===== config.mk =====
export PLATFORM = sky130hd
export DESIGN_NAME = kick_watchdog
export DESIGN_NICKNAME = d
export VERILOG_FILES = /design/src/rtl/kick_watchdog.sv
export SDC_FILE = /design/constraint.sdc
export NUM_CORES = 1
export LEC_CHECK = 0
export ABC_AREA = 1
export CORE_MARGIN = 2
export CORE_UTILIZATION = 40
export CTS_CLUSTER_DIAMETER = 200
export CTS_CLUSTER_SIZE = 28
export DETAILED_ROUTE_END_ITERATION = 10
export GPL_TIMING_DRIVEN = 0
export MAX_ROUTING_LAYER = met4
export SLEW_MARGIN = 30
export SYNTH_ARGS = -nofsm -noshare
export SYNTH_HDL_FRONTEND = slang
export SYNTH_SLANG_ARGS = --single-unit

===== constraint.sdc =====
create_clock -name clk -period 3.13 [get_ports clk]
set_clock_uncertainty 0.05 [all_clocks]
set_input_delay 0.626 -clock clk [delete_from_list [all_inputs] [get_ports clk]]
set_output_delay 0.626 -clock clk [all_outputs]
set_load 0.05 [all_outputs]

===== src/rtl/kick_watchdog.sv =====
module kick_watchdog #(
  parameter int TIMEOUT_TICKS = 1600
) (
  input  logic clk,
  input  logic rst_n,
  input  logic tick,
  input  logic kick,
  input  logic kick_float,
  input  logic sys_rst_act,
  input  logic undervolt,
  output logic wdo_n
);

  localparam int CW = $clog2(TIMEOUT_TICKS + 1);
  localparam logic [CW-1:0] LAST = CW'(TIMEOUT_TICKS - 1);

  logic [2:0]    sync_q;
  logic          armed_q, expired_q;
  logic [CW-1:0] cnt_q;

  wire hold     = sys_rst_act | kick_float;
  wire kick_edg = sync_q[1] ^ sync_q[2];
  wire terminal = armed_q & tick & (cnt_q == LAST);

  always_ff @(posedge clk or negedge rst_n) begin
    if (!rst_n) sync_q <= '0;
    else        sync_q <= {sync_q[1:0], kick};
  end

  always_ff @(posedge clk or negedge rst_n) begin
    if (!rst_n) begin
      armed_q   <= 1'b0;
      expired_q <= 1'b0;
      cnt_q     <= '0;
    end else if (hold) begin
      armed_q   <= 1'b0;
      expired_q <= 1'b0;
      cnt_q     <= '0;
    end else if (kick_edg) begin
      armed_q   <= 1'b1;
      expired_q <= 1'b0;
      cnt_q     <= '0;
    end else if (armed_q && tick && !expired_q) begin
      cnt_q <= cnt_q + 1'b1;
      if (terminal) expired_q <= 1'b1;
    end
  end

  assign wdo_n = ~(expired_q | undervolt);

  // hold clears the timer
  a_r5_hold_clears: assert property (@(posedge clk) disable iff (!rst_n)
    hold |=> (cnt_q == '0) && !expired_q && !armed_q);

  // a timeout persists until an edge or a hold
  a_r4_latched: assert property (@(posedge clk) disable iff (!rst_n)
    (!wdo_n && !undervolt && !kick_edg && !hold) |=> !wdo_n);

  // an edge beats the terminal tick
  a_r9_edge_wins: assert property (@(posedge clk) disable iff (!rst_n)
    (kick_edg && !hold) |=> (cnt_q == '0) && !expired_q);

  // the terminal tick with no edge drops the output
  a_r3_expire: assert property (@(posedge clk) disable iff (!rst_n)
    (terminal && !expired_q && !kick_edg && !hold) |=> !wdo_n);

  // a disarmed timer does not count
  a_r6_idle: assert property (@(posedge clk) disable iff (!rst_n)
    (!armed_q && !kick_edg) |=> (cnt_q == '0) && !expired_q);

  // no tick, no progress
  a_r10_tick_gate: assert property (@(posedge clk) disable iff (!rst_n)
    (!tick && !kick_edg && !hold) |=> $stable(cnt_q));

endmodule


### After elaboration in Yosys (flattened, before gate mapping)

Cells that the tools add are included.

* bitwise operators: 6
* reductions and logical operators: 7
* muxes and demuxes: 9
* eq/ne operators: 1
* add/sub/neg operators: 1

Operators by type and width (count)
* $mux W11: 3
* $add A11 B1 Y11 const B: 1
* $eq A11 B11 Y1 const B: 1
* $mux W1: 6
* $reduce_bool A3 Y1: 2
* $and A1 B1 Y1: 2
* $logic_and A1 B1 Y1: 2
* $or A1 B1 Y1: 2
* $reduce_and A2 Y1: 1
* $reduce_bool A2 Y1: 1
* $logic_not A1 Y1: 1
* $not A1 Y1: 1
* $xor A1 B1 Y1: 1

* input port bits: 7
* flip-flop bits (word level): 16
* word-level logic and storage cells: 28

### Depth between registers and ports, before layout

Gate-level depths: netlist of the first run.

* depth in word-level cells: 6
* gate-level depth with buffers: 7

### Worst setup path after synthesis of the first run

No wires, ideal clock.

* path type: input -> output
* from: input port undervolt
* to: output port wdo_n
* cell stages on the path: 1
* data arrival time: 1.280 ns
* data required time: 2.454 ns
* slack: 1.174 ns
* cell sequence: nor2_1

* longest elaborated chain between the ends: 2

Ends and longest elaborated chain
* start, declared: RTL line 10 `input logic undervolt,`
* $or A1 B1 Y1: RTL line 49 `assign wdo_n = ~(expired_q | undervolt);`
* $not A1 Y1: RTL line 49
* end, declared: RTL line 11 `output logic wdo_n`

No other way between the ends.

### Final worst setup path of the first run

Ends and elaborated chain as after synthesis.

==> run_results.csv, run 1 <==
group,metric,value,unit
timing,tightestPinTransition,712,ps
setup_path,r2r_setup_slack,1860,ps
clock_tree,cts_tree,"built",
timing,fmax,384,MHz
placed_design,dp.cells,140,
floorplanning,die_h,49.2,µm
floorplanning,std_cell_rows,16,
placed_design,port_buffers,7,
timing,rsz0062_at_grt,"false",
hold_path,min_path_cells,0,
global_route,grt-ovfl-total,0,
finish,fillCellCount,202,
setup_path,cpLargestDelayFamily,"buffers and inverters",
finish,finalNonFillerCells,143,
setup_path,crit_path_cell_trace,"clkdlybuf4s50_1, nor2_1, clkdlybuf4s50_1",
setup_path,cp-end-kind,"output pin",
clock_tree,cts_resized,0,
timing,finalCritPeriodShare,83.1,%
flow_run,maxCapViolCount,0,
placed_design,dp_hpwl,1130,µm
placed_design,place_ws,517,ps
finish,drive_gt1_share,9.48,%
drt,routed-via-count,684,
setup_path,worst_ep_arrival_time,1930,ps
setup_path,path_max_fanout,1,
global_route,grt_pass1_vias,677,
floorplanning,ios,8,
setup_path,crit_required,2450,ps
timing,fin_ws,528,ps
finish,fin_nets,126,
finish,final_common_cell,"nand2_1",
clock_tree,post_cts_buffers,0,
synthesis,synth_area_per_cell,7.71,µm²
clock_tree,cts_sinks,16,
setup_path,worstSetupPathType,"input pin to output pin",
synthesis,synth-seq-area-share,49.0,%
placed_design,place.gp.congestion,0.801,
timing,setup_viol,0,
pwr,leakage,0.434,nW
drt,viasPerCell,4.78,
clock_tree,clkLatencyLatePin,280,ps
clock_tree,cts_buffer_depth,2,
global_route,grt_pass1_wl,2900,µm
drt,avgRoutedWirePerCell,10.7,µm
setup_path,cpMostUsedCell,"clkdlybuf4s50_1",
pwr,power_density,367,nW/µm²
timing,finalHoldViolCount,0,
synthesis,yosys_warnings,0,
clock_tree,clkTransAtPathRegs,90,ps
setup_path,ff2ff_path_depth,7,
synthesis,synthCells,106,
floorplanning,core,1940,µm²
floorplanning,die_w,49.2,µm
global_route,grtUsageTotal,15.8,%
drt,drc,0,
timing,slew_violations,0,
drt,drt-total-wl,1520,µm
hold_path,hold_class,"flop to flop",
pwr,power.total,0.000347,W
setup_path,startpoint_type,"input pin",
drt,drt_iter0_drc,36,
finish,layout_common_cells,"27 x nand2_1, 16 x dfrtp_1, 13 x nor2_1, 13 x inv_1, 10 x nand3_1",
setup_path,critPathBufInv,2,
drt,ant_nets,0,
setup_path,slowest_delay,800,ps
clock_tree,cts_buffers,3,
synthesis,ys_types,16,
clock_tree,holdBufCountCts,0,
timing,relSlewSlack,52.4,%
drt,dr.pass1.iters,4,
timing,fin_tns_setup,0,ps
setup_path,cp_slowest_cell,"clkdlybuf4s50_1",
clock_tree,clockRootBuffer,"clkbuf_4",
global_route,antenna_found_initial,0,
clock_tree,htree_levels,1,
status,status,"completed",
finish,postLayoutCoreUtil,48.6,%
synthesis,syn_nets,114,
floorplanning,dieArea,2420,µm²
global_route,grt_max_degree,17,
synthesis,ys_ff_latch,16,
synthesis,netlist_area,817,µm²
finish,area_growth_syn_to_layout,15.5,%
finish,diodes,0,
floorplanning,start_util,42.1,%
setup_path,path_depth,3,
pwr,ir_drop,0.212,mV
timing,min_period,2600,ps
## synth_stat cells
| master | instances | share of area (%) |
|---|---|---|
| o21ai_0 | 3 | 1.8 |
| nand3_2 | 2 | 2.5 |
| nand2_2 | 1 | 0.77 |
| a21oi_1 | 8 | 4.9 |
| nand2_1 | 27 | 12 |
| nand4_1 | 3 | 2.3 |
| nor2_2 | 2 | 1.5 |
| nor3_1 | 3 | 1.8 |
| inv_2 | 2 | 0.92 |
| dfrtp_1 | 16 | 49 |
| inv_1 | 13 | 6.0 |
| xor2_1 | 1 | 1.1 |
| ha_1 | 1 | 1.5 |
| nor2_1 | 13 | 6.0 |
| nand3_1 | 10 | 6.1 |
| nor2_4 | 1 | 1.4 |
## through the flow
| step | hold WS [ps] | area (µm²) |
|---|---|---|
| detailed placement | 293 | 921 |
| CTS | 315 | 943 |
| finish | 310 | 943 |
| global placement | 286 | 921 |
| global route | 321 | 943 |
| floorplan | 280 | 817 |
## path summary, 6_finish.rpt
kind | startpoint | endpoint
min in group asynchronous | rst_n | cnt_q[3]
hold / removal | sync_q[0] | sync_q[1]
max in group asynchronous | rst_n | armed_q
setup / recovery | undervolt | wdo_n
setup reg to reg | cnt_q[0] | cnt_q[10]
hold reg to reg | sync_q[0] | sync_q[1]
## sequential cells by signal (all words and copies together), names as in the netlist
| signal | flops |
|---|---|
| cnt_q | 11 |
| armed_q | 1 |
| expired_q | 1 |
| sync_q | 3 |
## cell type report
cell class,instances,area (µm²),share of cell area [%]
clock buffers,3,22.5,2.39
flip-flops and latches,16,400,42.4
repair buffers,7,70.1,7.43
inverters,15,56.3,5.97
well taps,27,33.8,3.58
multi-input cells,75,360,38.2
## power breakdown
part           switching, W  internal (W)
logic             0.0000171     0.0000110
registers        0.00000178      0.000209
clock network     0.0000628     0.0000446
## logic make-up after synthesis
logic type | after synthesis | synth area share (%)
XOR/XNOR | 1 | 1.07
adder cells (fa/ha/maj) | 1 | 1.53
flip-flops | 16 | 49.0
AND/OR/NAND/NOR | 62 | 34.8
buffers and inverters | 15 | 6.89
AO/OA/AOI/OAI | 11 | 6.74
## layer usage
| layer | part of all wire, % | vias up | track usage [%] |
|---|---|---|---|
| met5 | 0 | - | - |
| met4 | 1.6 | 0 | 5.71 |
| met3 | 4.9 | 4 | 3.07 |
| met2 | 44 | 16 | 24.1 |
| met1 | 50 | 300 | 20.9 |
| li1 | - | 364 | - |
## worst register-to-register path: cells and delay by family (launching register included)
family | cells | cell delay, ps
adders and majority gates | 1 | 210
DFF | 1 | 390
and+or+nand+nor | 6 | 580
Power figures use the tool's default switching activity.
==> run 2, diff against run 1 <==
==> constraint.sdc (replaced) <==
create_clock -name clk -period 2.09 [get_ports clk]
set_clock_uncertainty 0.05 [all_clocks]
set_input_delay 0.418 -clock clk [delete_from_list [all_inputs] [get_ports clk]]
set_output_delay 0.418 -clock clk [all_outputs]
set_load 0.05 [all_outputs]
==> run 2 against run 1 <==
  * Via count stayed put
  * Clock-buffer cell count stayed put
  * Sequential power is 50% higher
  * Final cell count stayed put
  * Critical endpoint unchanged
  * Largest cell class unchanged
  * Largest power group unchanged
==> run_results.csv, run 2 (synthesis gave the netlist of run 1 again) <==
group,metric,value,unit
clock_tree,clkTransAtPathRegs,90,ps
hold_path,hold_class,"flop to flop",
drt,drc,0,
global_route,busiest_layer,"met2",
global_route,met3_usage,3.07,%
clock_tree,cts_sinks,16,
finish,drive_gt1_share,9.48,%
floorplanning,ios,8,
finish,area_growth_syn_to_layout,15.3,%
finish,top_register,"cnt_q",
drt,ant_nets,0,
finish,final_common_cell,"nand2_1",
timing,tightestPinTransition,712,ps
timing,rsz0062_at_grt,"false",
global_route,globalRouteMet1Util,20.9,%
drt,drt_iter0_drc,36,
flow_run,maxCapViolCount,0,
drt,routed-via-count,684,
global_route,grtUsageTotal,15.8,%
placed_design,postPlaceCellArea,921,µm²
pwr,power.total,0.000518,W
timing,fmax,525,MHz
setup_path,worst_ep_arrival_time,1440,ps
global_route,grt_pass1_vias,677,
finish,fin_nets,126,
timing,relSlewSlack,52.4,%
timing,slew_violations,0,
finish,diodes,0,
finish,finish.instance_area,942,µm²
drt,dr.pass1.iters,4,
timing,min_period,1910,ps
setup_path,crit_path_start,"undervolt",
placed_design,port_buffers,7,
clock_tree,clkLatencyLatePin,280,ps
floorplanning,dieArea,2420,µm²
drt,drt-total-wl,1520,µm
finish,top_regs,"cnt_q x11, sync_q x3",
placed_design,place.gp.congestion,0.801,
finish,postLayoutCoreUtil,48.5,%
clock_tree,post_cts_buffers,0,
timing,fin_tns_setup,0,ps
status,status,"completed",
pwr,power_density,550,nW/µm²
global_route,grt_pass1_wl,2900,µm
timing,setup_viol,0,
clock_tree,holdBufCountCts,0,
floorplanning,core,1940,µm²
clock_tree,htree_levels,1,
drt,avgRoutedWirePerCell,10.7,µm
setup_path,reg2reg_from,"cnt_q[0]",
pwr,leakage,0.436,nW
drt,viasPerCell,4.78,
timing,finalCritPeriodShare,91.2,%
global_route,grt_util_met2,24.1,%
clock_tree,cts_buffer_depth,2,
finish,layout_common_cells,"27 x nand2_1, 16 x dfrtp_1, 13 x nor2_1, 13 x inv_1, 10 x nand3_1",
floorplanning,die_w,49.2,µm
pwr,ir_drop,0.318,mV
floorplanning,start_util,42.1,%
setup_path,startpoint_type,"input pin",
setup_path,worstSetupPathType,"input pin to output pin",
placed_design,dp_hpwl,1130,µm
setup_path,crit_required,1620,ps
floorplanning,die_h,49.2,µm
clock_tree,cts_tree,"built",
timing,finalHoldViolCount,0,
setup_path,path_max_fanout,1,
hold_path,min-delay-start,"sync_q[0]",
global_route,antenna_found_initial,0,
clock_tree,clockRootBuffer,"clkbuf_4",
global_route,grt_max_degree,17,
setup_path,cp-end-kind,"output pin",
clock_tree,cts_buffers,3,
finish,largest_reg_flops,11,
global_route,grt-ovfl-total,0,
floorplanning,std_cell_rows,16,
[run 2: per-stage QoR]
step	hold slack, ps	setup WS [ps]	instances
3_5_place_dp	293	-107	140
5_1_grt	321	119	143
4_1_cts	315	179	143
6_report	310	185	143
3_3_place_gp	286	-86.4	140
2_1_floorplan	72.4	550	106
[run 2: what timing repair did]
| action | in CTS | in global routing |
|---|---|---|
| endpoints found under the setup margin | 1 | 0 |
| gates resized for setup | 1 | 0 |
| hold endpoints to repair | 0 | 0 |
[run 2: routing by layer]
metal | part of all wire (%) | vias to the layer above | routed length, µm
met5 | 0 | - | 0
met4 | 1.6 | 0 | 24
met3 | 5.0 | 4 | 76
met2 | 44 | 16 | 664
met1 | 50 | 300 | 757
li1 | - | 364 | -
[run 2: area by class of cell]
| type | instances | area, µm² |
|---|---|---|
| Fill cell | 203 | 1000 |
| Tap cell | 27 | 33.8 |
| Sequential cell | 16 | 400 |
| Timing Repair Buffer | 7 | 68.8 |
| Inverter | 15 | 56.3 |
| Clock buffer | 3 | 22.5 |
| Multi-Input combinational cell | 75 | 360 |
[run 2: report_power, final]
part           internal (W)  leakage, nW   total, W  switching [W]
Combinational     0.0000157        0.206  0.0000413      0.0000256
Sequential         0.000314        0.216   0.000316     0.00000267
Clock             0.0000668       0.0138   0.000161      0.0000940
[run 2: worst paths after layout]
kind / slack (ps) / to / cells past startpoint
worst max-delay path: 180 / wdo_n / 3
worst min-delay path: 310 / sync_q[1] / 0
worst min register to register: 310 / sync_q[1] / 0
worst max register to register: 820 / cnt_q[10] / 7
min in group asynchronous: 500 / cnt_q[3] / 1
max in group asynchronous: 1040 / armed_q / 1
[run 2: worst max-delay path: stages]
cell and delay [ps]:
clkdlybuf4s50_1 400, nor2_1 90, dlygate4sd2_1 530
==> run 3, diff against run 2 <==
--- a/config.mk
+++ b/config.mk
@@ -6,7 +6,6 @@
 export NUM_CORES = 1
 export LEC_CHECK = 0
 export ABC_AREA = 1
-export CORE_MARGIN = 2
 export CORE_UTILIZATION = 40
 export CTS_CLUSTER_DIAMETER = 200
 export CTS_CLUSTER_SIZE = 28
==> run 3 against run 2 <==
  * Clock-buffer cell count grew 1
  * Final area increased by 1.2%
  * First-iteration DRC count fell by 36%
  * Critical path type unchanged
  * Core utilization is 3.9 points higher
  * Fmax hardly changed
  * Hold slack got worse by 2.0 ps
  * Via count grew 2.8%
  * Register-to-register slack about the same
  * Total power up 8.7%
  * Sequential share of layout area decreased by 0.50 points
  * Non-clock buffer count did not move
==> run_results.csv, run 3 (synthesis gave the netlist of run 1 again) <==
group,metric,value,unit
setup_path,r2r-end,"cnt_q[10]",
clock_tree,clkTransAtPathRegs,90,ps
drt,viasPerCell,4.95,
setup_path,crit_required,1620,ps
setup_path,worst_ep_arrival_time,1440,ps
floorplanning,start_util,44.9,%
timing,finalCritPeriodShare,91.2,%
placed_design,port_buffers,7,
global_route,grt_max_degree,17,
pwr,p_switching,0.000128,W
global_route,grtUsageTotal,17.3,%
timing,tightestPinTransition,714,ps
setup_path,cp_slowest_cell,"dlygate4sd2_1",
timing,slew_violations,0,
floorplanning,ios,8,
setup_path,cp-end-kind,"output pin",
global_route,antenna_found_initial,0,
drt,drt-total-wl,1510,µm
finish,drive_gt1_share,10.3,%
hold_path,min_path_cells,0,
floorplanning,die_h,47.2,µm
drt,avgRoutedWirePerCell,10.7,µm
timing,fmax,524,MHz
clock_tree,htree_levels,1,
finish,multi_input_area,360,µm²
timing,rsz0062_at_grt,"false",
status,status,"completed",
clock_tree,clockRootBuffer,"clkbuf_4",
setup_path,ff2ff_path_depth,7,
setup_path,slowest_delay,530,ps
hold_path,min_to,"sync_q[1]",
drt,drt_iter0_drc,23,
setup_path,startpoint_type,"input pin",
clock_tree,cts_buffers,3,
clock_tree,cts_buffer_depth,2,
floorplanning,std_cell_rows,15,
timing,relSlewSlack,52.3,%
hold_path,min-delay-start,"sync_q[0]",
pwr,internal_power,0.000435,W
finish,area_growth_syn_to_layout,16.7,%
finish,top_register,"cnt_q",
pwr,pwr-share-seq,56.1,%
clock_tree,cts_sinks,16,
setup_path,r2r_setup_slack,830,ps
pwr,power_density,591,nW/µm²
clock_tree,clkLatencyLatePin,290,ps
finish,fillCellCount,182,
drt,routed-via-count,703,
pwr,leakage,0.443,nW
global_route,grt-ovfl-total,0,
floorplanning,core,1820,µm²
drt,ant_nets,0,
setup_path,crit_path_cell_trace,"clkdlybuf4s50_1, nor2_1, dlygate4sd2_1",
timing,setup_viol,0,
setup_path,path_max_fanout,1,
setup_path,worstSetupPathType,"input pin to output pin",
finish,layout_common_cells,"27 x nand2_1, 16 x dfrtp_1, 13 x nor2_1, 13 x inv_1, 10 x nand3_1",
setup_path,reg2reg_from,"cnt_q[0]",
finish,top_regs,"cnt_q x11, sync_q x3",
pwr,ir_drop,0.350,mV
timing,finalHoldViolCount,0,
finish,diodes,0,
global_route,grt_pass1_wl,2580,µm
placed_design,dp_hpwl,1120,µm
finish,seqCellArea,400,µm²
floorplanning,die_w,47.2,µm
flow_run,maxCapViolCount,0,
finish,largest_reg_flops,11,
pwr,power.total,0.000563,W
placed_design,place.gp.congestion,0.895,
floorplanning,dieArea,2230,µm²
pwr,swShare,22.7,%
clock_tree,cts_tree,"built",
hold_path,hold_class,"flop to flop",
drt,drc,0,
drt,dr.pass1.iters,4,
finish,postLayoutCoreUtil,52.4,%
placed_design,place_ws,-105,ps
pwr,clkPwrFrac,36.6,%
timing,min_period,1910,ps
timing,fin_ws,183,ps
finish,final_common_cell,"nand2_1",
pwr,power_frac_comb,7.3,%
global_route,grt_pass1_vias,644,
finish,fin_nets,126,
==> run 3: worst max-delay path by stage <==
| stage | from | to | depth (start not counted) | slack, ps |
|---|---|---|---|---|
| 5_1_grt | undervolt | wdo_n | 3 | 130 |
| 6_report | undervolt | wdo_n | 3 | 180 |
| 3_3_place_gp | undervolt | wdo_n | 3 | -90 |
| 4_1_cts | undervolt | wdo_n | 3 | 170 |
| 3_5_place_dp | undervolt | wdo_n | 3 | -100 |
| 2_1_floorplan | undervolt | wdo_n | 1 | 550 |
==> run 3: cell type report <==
| cell class | instances | share of cell area [%] |
|---|---|---|
| Clock buffer | 4 | 3.81 |
| Sequential cell | 16 | 42.0 |
| Inverter | 15 | 5.91 |
| Multi-Input combinational cell | 75 | 37.8 |
| Tap cell | 25 | 3.28 |
| Timing Repair Buffer | 7 | 7.22 |
==> run 3: metrics by stage <==
| step | hold slack, ps | instances | TNS (ps) | area, µm² |
|---|---|---|---|---|
| 2_1_floorplan | 72.4 | 106 | 0 | 817 |
| 3_3_place_gp | 284 | 138 | -85.4 | 918 |
| 3_5_place_dp | 288 | 138 | -105 | 918 |
| 4_1_cts | 311 | 142 | 0 | 953 |
| 5_1_grt | 325 | 142 | 0 | 953 |
| 6_report | 308 | 142 | 0 | 953 |
==> run 3: repair_timing <==
item | CTS | global route
hold buffers | 0 | 0
buffers inserted | 0 | 0
setup endpoints to repair | 1 | 0
gates resized for setup | 1 | 0
==> run 3: power groups by stage <==
stage / Clock, W / Combinational (W) / Sequential, W
2_1_floorplan: 0 / 0.0000189 / 0.000322
5_1_grt: 0.000220 / 0.0000466 / 0.000317
3_5_place_dp: 0 / 0.0000424 / 0.000323
3_3_place_gp: 0 / 0.0000424 / 0.000322
4_1_cts: 0.000211 / 0.0000420 / 0.000316
6_report: 0.000206 / 0.0000408 / 0.000316
==> run 3: layer usage <==
metal | vias to the layer above | wire length, µm | global-route usage (%)
li1 | 361 | - | -
met1 | 323 | 753 | 22.1
met4 | 0 | 39 | 9.14
met5 | - | 0 | -
met3 | 5 | 66 | 2.31
met2 | 14 | 654 | 26.7
==> run 3: worst max-delay path: cells and delay by family <==
| kind | cells | cell delay [ps] |
|---|---|---|
| simple gates | 1 | 90 |
| buf+inv | 2 | 930 |
